## src/rtl/rdt_pkg.sv

```systemverilog
package rdt_pkg;
    localparam int MODE_W = 8;
    localparam logic [MODE_W-1:0] MODE_WMASK = 8'hCF;
    localparam int SEL_HI = 7;
    localparam int SEL_LO = 6;
    localparam logic [1:0] OP_TIMER = 2'b00;

    typedef enum logic [1:0] {
        SRC_FAST  = 2'b00,
        SRC_DIV8  = 2'b01,
        SRC_DIV32 = 2'b10,
        SRC_SLOW  = 2'b11
    } src_sel_e;
endpackage

```

## src/rtl/rdt_prescaler.sv

```systemverilog
module rdt_prescaler #(
    parameter int DIV_A    = 2,
    parameter int DIV_B    = 8,
    parameter int DIV_C    = 32,
    parameter int SLOW_DIV = 32
) (
    input  logic       clk,
    input  logic       rst_n,
    input  logic       slow_en_i,
    output logic [2:0] tap_o,
    output logic       slow_tick_o
);
    localparam int PW = $clog2(DIV_C);
    localparam int SW = $clog2(SLOW_DIV);
    localparam int DIVS [3] = '{DIV_A, DIV_B, DIV_C};

    typedef struct packed {
        logic [PW-1:0] pc;
        logic [SW-1:0] sc;
    } pre_t;

    pre_t pre_d, pre_q;

    always_comb begin
        pre_d    = pre_q;
        pre_d.pc = pre_q.pc + PW'(1);
        if (slow_en_i) begin
            pre_d.sc = pre_q.sc + SW'(1);
        end
    end

    always_ff @(posedge clk or negedge rst_n) begin
        if (!rst_n) begin
            pre_q <= '0;
        end else begin
            pre_q <= pre_d;
        end
    end

    for (genvar g = 0; g < 3; g++) begin : g_tap
        localparam logic [PW-1:0] MASK = PW'(DIVS[g] - 1);
        assign tap_o[g] = ((pre_q.pc & MASK) == MASK);
    end

    assign slow_tick_o = slow_en_i && (pre_q.sc == {SW{1'b1}});
endmodule

```

## src/rtl/rdt_srcsel.sv

```systemverilog
module rdt_srcsel
    import rdt_pkg::*;
(
    input  logic [1:0] sel_i,
    input  logic       half_rate_i,
    input  logic [2:0] tap_i,
    input  logic       slow_tick_i,
    output logic       tick_o
);
    always_comb begin
        unique case (src_sel_e'(sel_i))
            SRC_FAST:  tick_o = half_rate_i ? tap_i[0] : 1'b1;
            SRC_DIV8:  tick_o = tap_i[1];
            SRC_DIV32: tick_o = tap_i[2];
            SRC_SLOW:  tick_o = slow_tick_i;
            default:   tick_o = 1'b0;
        endcase
    end
endmodule

```

## src/rtl/rdt_core.sv

```systemverilog
module rdt_core #(
    parameter int W = 16
) (
    input  logic         clk,
    input  logic         rst_n,
    input  logic         src_tick_i,
    input  logic         start_i,
    input  logic         mode_ok_i,
    input  logic         wr_i,
    input  logic [W-1:0] wdata_i,
    output logic [W-1:0] count_o,
    output logic [W-1:0] reload_o,
    output logic         irq_o
);
    typedef struct packed {
        logic [W-1:0] cnt;
        logic [W-1:0] rel;
        logic         seen;
        logic         run;
        logic         irq;
    } core_t;

    core_t st_d, st_q;
    logic  tick;
    logic  live_seen;
    logic  load_both;

    always_comb begin
        tick      = src_tick_i && start_i && mode_ok_i;
        live_seen = st_q.seen && st_q.run;
        load_both = wr_i && !(start_i && live_seen);

        st_d     = st_q;
        st_d.irq = 1'b0;
        if (wr_i) begin
            st_d.rel = wdata_i;
        end
        if (load_both) begin
            st_d.cnt = wdata_i;
        end else if (tick) begin
            if (st_q.cnt == '0) begin
                st_d.cnt = wr_i ? wdata_i : st_q.rel;
                st_d.irq = 1'b1;
            end else begin
                st_d.cnt = st_q.cnt - W'(1);
            end
        end
        st_d.seen = start_i && (live_seen || tick);
        st_d.run  = start_i;
    end

    always_ff @(posedge clk or negedge rst_n) begin
        if (!rst_n) begin
            st_q <= '0;
        end else begin
            st_q <= st_d;
        end
    end

    assign count_o  = st_q.cnt;
    assign reload_o = st_q.rel;
    assign irq_o    = st_q.irq;
endmodule

```

## src/rtl/rdt_timer.sv

```systemverilog
module rdt_timer
    import rdt_pkg::*;
#(
    parameter int W        = 16,
    parameter int DIV_A    = 2,
    parameter int DIV_B    = 8,
    parameter int DIV_C    = 32,
    parameter int SLOW_DIV = 32
) (
    input  logic              clk,
    input  logic              rst_n,
    input  logic              tmr_wr_i,
    input  logic [W-1:0]      tmr_wdata_i,
    input  logic              mode_wr_i,
    input  logic [MODE_W-1:0] mode_wdata_i,
    input  logic              start_i,
    input  logic              half_rate_i,
    input  logic              slow_en_i,
    output logic [W-1:0]      count_o,
    output logic [MODE_W-1:0] mode_o,
    output logic              irq_o
);
    logic [MODE_W-1:0] mode_d, mode_q;
    logic [2:0]        tap;
    logic              slow_tick;
    logic              src_tick;
    logic [W-1:0]      reload_w;

    always_comb begin
        mode_d = mode_q;
        if (mode_wr_i) begin
            mode_d = mode_wdata_i & MODE_WMASK;
        end
    end

    always_ff @(posedge clk or negedge rst_n) begin
        if (!rst_n) begin
            mode_q <= '0;
        end else begin
            mode_q <= mode_d;
        end
    end

    rdt_prescaler #(
        .DIV_A(DIV_A), .DIV_B(DIV_B), .DIV_C(DIV_C), .SLOW_DIV(SLOW_DIV)
    ) u_pre (
        .clk(clk), .rst_n(rst_n), .slow_en_i(slow_en_i),
        .tap_o(tap), .slow_tick_o(slow_tick)
    );

    rdt_srcsel u_sel (
        .sel_i(mode_q[SEL_HI:SEL_LO]), .half_rate_i(half_rate_i),
        .tap_i(tap), .slow_tick_i(slow_tick), .tick_o(src_tick)
    );

    rdt_core #(.W(W)) u_core (
        .clk(clk), .rst_n(rst_n), .src_tick_i(src_tick), .start_i(start_i),
        .mode_ok_i(mode_q[1:0] == OP_TIMER), .wr_i(tmr_wr_i),
        .wdata_i(tmr_wdata_i), .count_o(count_o), .reload_o(reload_w),
        .irq_o(irq_o)
    );

    assign mode_o = mode_q;
endmodule

```

## config.mk

```make
export PLATFORM = sky130hd
export DESIGN_NAME = rdt_timer
export DESIGN_NICKNAME = d
export VERILOG_FILES = /design/src/rtl/rdt_pkg.sv /design/src/rtl/rdt_prescaler.sv /design/src/rtl/rdt_srcsel.sv /design/src/rtl/rdt_core.sv /design/src/rtl/rdt_timer.sv
export SDC_FILE = /design/constraint.sdc
export NUM_CORES = 1
export LEC_CHECK = 0
export BUFFER_PORTS_ARGS = -buffer_cell sky130_fd_sc_hd__buf_4
export CAP_MARGIN = 5
export CORE_ASPECT_RATIO = 1.4
export CORE_UTILIZATION = 50
export CTS_CLUSTER_DIAMETER = 200
export DETAILED_ROUTE_END_ITERATION = 12
export PLACE_DENSITY = 0.73
export SYNTH_ARGS = -nofsm -noshare
export SYNTH_HDL_FRONTEND = slang
export SYNTH_HIERARCHICAL = 1
export SYNTH_SLANG_ARGS = --single-unit
```

## constraint.sdc

```tcl
create_clock -name clk -period 4.7 [get_ports clk]
set_input_delay 0.47 -clock clk [delete_from_list [all_inputs] [get_ports clk]]
set_output_delay 0.47 -clock clk [all_outputs]
set_load 0.05 [all_outputs]
```

After elaboration in Yosys (flattened, before gate mapping)

Cells that the tools add are included.

Register bits: 51
Latch bits: 0
Memory bits (writable): 0
Bits in read-only memories: 0
Bits of input ports: 31
Output and inout bits: 25
Word-level logic and storage cells: 39
Memories: 0

Add/subtract/negate cells: 3
Multiply operators: 0
Divide/modulo/power cells: 0
Magnitude comparators: 0
Eq/ne operators: 6
Shifts and indexed selects: 0
Muxes and demuxes: 9
Bitwise operators: 0
Reduce and logical (&&, ||, !) cells: 13

Operators with widths:

| kind                    | number |
|---|---|
| $mux W16                | 4 |
| $logic_not A16 Y1       | 1 |
| $sub A16 B1 Y16 const B | 1 |
| $add A5 B1 Y5 const B   | 2 |
| $eq A5 B5 Y1 const B    | 2 |
| $logic_and A1 B1 Y1     | 7 |
| $eq A2 B2 Y1 const B    | 2 |
| $logic_not A2 Y1        | 2 |
| $mux W1                 | 4 |
| $pmux W1 S4             | 1 |
| $eq A3 B3 Y1 const B    | 1 |
| $eq A2 B1 Y1 const B    | 1 |
| $reduce_bool A2 Y1      | 1 |
| $logic_not A1 Y1        | 1 |
| $logic_or A1 B1 Y1      | 1 |

Depth between registers and ports, before layout

Depth in word-level cells: 7
Gate-level depth with buffers: 10
Mapped depth without buffers: 9

By module

Netlist, hierarchy kept.

Modules (own cells, without submodules):

| module        | times used | cells an instance | area each (sq um) | seq. area each (sq um) |
|---|---|---|---|---|
| rdt_core      | 1          | 233               | 2316.0            | 875.8 |
| rdt_prescaler | 1          | 29                | 416.6             | 250.2 |
| rdt_timer     | 1          | 17                | 274.0             | 150.1 |
| rdt_srcsel    | 1          | 2                 | 28.8              | 0.0 |

Worst setup path after synthesis

No wires, ideal clock.

Path kind: flip-flop to flip-flop
Start: register u_pre/pre_q[0] (netlist bit)
End: register u_core.st_q (netlist bit u_core/count_o[15])
Setup time: 95 ps
Arrival: 2271 ps
Data required time: 4605 ps
Path slack: 2333 ps
Stages on the path, launching flop included: 11
Buffers on the path: 1
Cells stage by stage: dfrtp_1 > ha_1 > and3_1 > ha_1 > and2_2 > mux4_2 > nand3_1 > clkbuf_1 > a22oi_1 > o21bai_1 > o31ai_1

Longest elaborated chain between the ends: 6

RTL lines:

| what                                | line                | RTL |
|---|---|---|
| from (decl)                         | rdt_prescaler.sv:22 | `pre_t pre_d, pre_q;` |
| from (signal assigned)              | rdt_prescaler.sv:36 | `pre_q <= pre_d;` |
| $eq A5 B5 Y1                        | rdt_prescaler.sv:45 | `assign slow_tick_o = slow_en_i && (pre_q.sc == {SW{1'b1}});` |
| $logic_and A1 B1 Y1                 | rdt_prescaler.sv:45 |  |
| net slow_tick                       | rdt_timer.sv:25     | `logic slow_tick;` |
| $pmux W1 S4                         | rdt_srcsel.sv:11    | `unique case (src_sel_e'(sel_i))` |
| net src_tick                        | rdt_timer.sv:26     | `logic src_tick;` |
| $logic_and A1 B1 Y1 (2 in series)   | rdt_core.sv:29      | `tick = src_tick_i && start_i && mode_ok_i;` |
| $reduce_bool A2 Y1 (no source line) | -                   |  |
| to (signal assigned)                | rdt_core.sv:56      | `st_q <= st_d;` |
| to (decl)                           | rdt_core.sv:23      | `core_t st_d, st_q;` |

The timed path passes the listed nets, and every way through them passes these cells.
A chain may end at the register's enable or synchronous reset.

Final worst setup path

Start: register u_pre/pre_q[0] (netlist bit)
End: register u_core.st_q (netlist bit u_core/count_o[12])

The elaborated chain is that of the path after synthesis.

==> results.md <==
- TritonCTS buffer count: 5
- Final GP Congestion: 0.831
- Fin Setup TNS: 0 ns
- # IOs: 56
- Worst Max-Slew Pin Slew: 0.852 ns
- Clock skew: 0.00804 ns
- Post-detail-place hpwl: 4.30 mm
- Clock latency on the worst-skew pair: 0.30 ns
- Routed WL per cell: 16.7 µm
- R2r endpoint: u_core/count_o[12]
- Endpoints failing hold: 0
- Leak pwr: 1.47 nW
- Vias post-DR: 2145
- Largest fanout on the critical path: 21
- Core Area: 0.00557 mm²
- CTS tree: built
- Die ar.: 0.00614 mm²
- Clk buf depth: 2
- Final setup violation count: 0
- Share of cells above drive strength 1: 32.9%
- Hold Buf Count CTS: 0
- NumNets Final: 329
- Vias in the first global route: 2171
- Routed WL: 6.00 mm
- ANT cells: 0
- Critical Path Sink Type: flip-flop
- ANT nets after route: 0
- Initial Util: 52.4%
- Most frequent cells in the layout: buf_4, dfrtp_1, mux2_2, nand2_1
- Synthesized area: 0.00292 mm²
- DR iter-0 viols: 121
- Max-cap viol count: 0
- Path category of the worst min-delay check: in2async
- PortBufs: 51
- Mapped Avg Cell Area: 11.0 µm²
- Post-CTS Resized: 0
- CP startpoint: u_pre/pre_q[0]
- H-Tree Depth: 2
- Power Total: 1.21 mW
- Area growth, synth to finish: 13.5%
- # DRC: 0
- Register-to-register setup slack: 1.83 ns
- Fmax: 348 MHz
- Largest net degree at the start of global routing: 52
- Clk pin slew, worst setup/hold paths: 0.09 ns
- Outcome: complete, no violations
- CTS sink count: 51
- RSZ-0062 raised after global routing: no
- # rows: 32
- Initial antenna violation count: 0
- Fin crit period: 2.87 ns
- Root Buffer: clkbuf_8
- Final worst-path cycle share: 61.1%
- Final Slew Violations: 0
- R2R depth: 11
- Dpl cell area: 0.00317 mm²
- Critical path startpoint category: flip-flop
- Commonest non-fill, non-tap cell in the layout: buf_4
- First-pass GRT wire length: 9.80 mm
- Critical path arrival: 3.04 ns
- Post-CTS setup buffer count: 0
- Final core occ: 59.5%
- TritonRoute pass-1 iters: 4
- Yosys warns: 6
- Grt total ovfl: 0
- Via density: 5.96
- Hold WS: 0.187 ns
- WP data required: 4.87 ns
- Worst r2r src: u_pre/pre_q[0]
- WS Path Type: reg2reg
- Die width: 66.5 µm
- DIE HEIGHT: 92.4 µm
- Total GRT Usage: 20.9%
- Final Instance Area: 0.00331 mm²
- VDD IR max: 0.000307 V
- Pwr Density: 366 mW/mm²
- Slew HR: 43.1%
- Syn Inst Count: 265
==> metal layers <==
layer	global-route usage [%]	vias to the layer above	part of all wire (%)	routed length [µm]
li1	-	1000	-	-
met1	23.5	1069	39	2360
met2	37.0	69	54	3260
met3	5.91	7	5.4	322
met4	6.91	0	1.0	61
met5	0	-	0	0
==> stage by stage <==
step           setup WS [ns]  cells
6_report                1.83    360
5_1_grt                 1.68    360
4_1_cts                 1.82    360
3_5_place_dp            1.84    352
3_3_place_gp            1.88    352
2_1_floorplan           2.33    266
==> registers in the layout (all words and copies together) (netlist names) <==
name             count
u_core/count_o      16
u_core/irq_o         1
u_core/reload_o     16
u_pre/pre_q         10
u_core/st_q          2
mode_o               6
==> where the power goes <==
group | internal (mW) | leakage, nW | switching [mW] | total (mW)
logic | 0.131 | 0.810 | 0.169 | 0.300
clock network | 0.212 | 0.0644 | 0.145 | 0.358
registers | 0.496 | 0.600 | 0.0589 | 0.555
==> layout make-up <==
type / instances / area [µm²]
fillers: 498 / 2260
multi-input cells: 176 / 1400
flip-flops and latches: 51 / 1280
repair buffers: 53 / 398
well taps: 68 / 85.1
clock buffers: 5 / 68.8
clock inverters: 3 / 67.6
inverters: 4 / 15.0
==> worst max path at each step <==
| stage | to | cells past startpoint |
|---|---|---|
| floorplan | u_core/count_o[15] | 10 |
| global placement | u_core/count_o[11] | 11 |
| detailed placement | u_core/count_o[9] | 11 |
| CTS | u_core/count_o[12] | 11 |
| global route | u_core/count_o[12] | 11 |
| finish | u_core/count_o[12] | 11 |
==> worst max-delay path, cell delays in order (launching register included) <==
cell and delay, ns:
dfrtp_1 0.41, ha_1 0.22, and3_1 0.19, ha_1 0.17, and2_2 0.18, mux4_2 0.46, nand3_1 0.09, buf_4 0.25
nor2_1 0.17, buf_4 0.20, o21ai_1 0.23, o211ai_1 0.17
No activity file was read; power rests on OpenSTA's default activity.
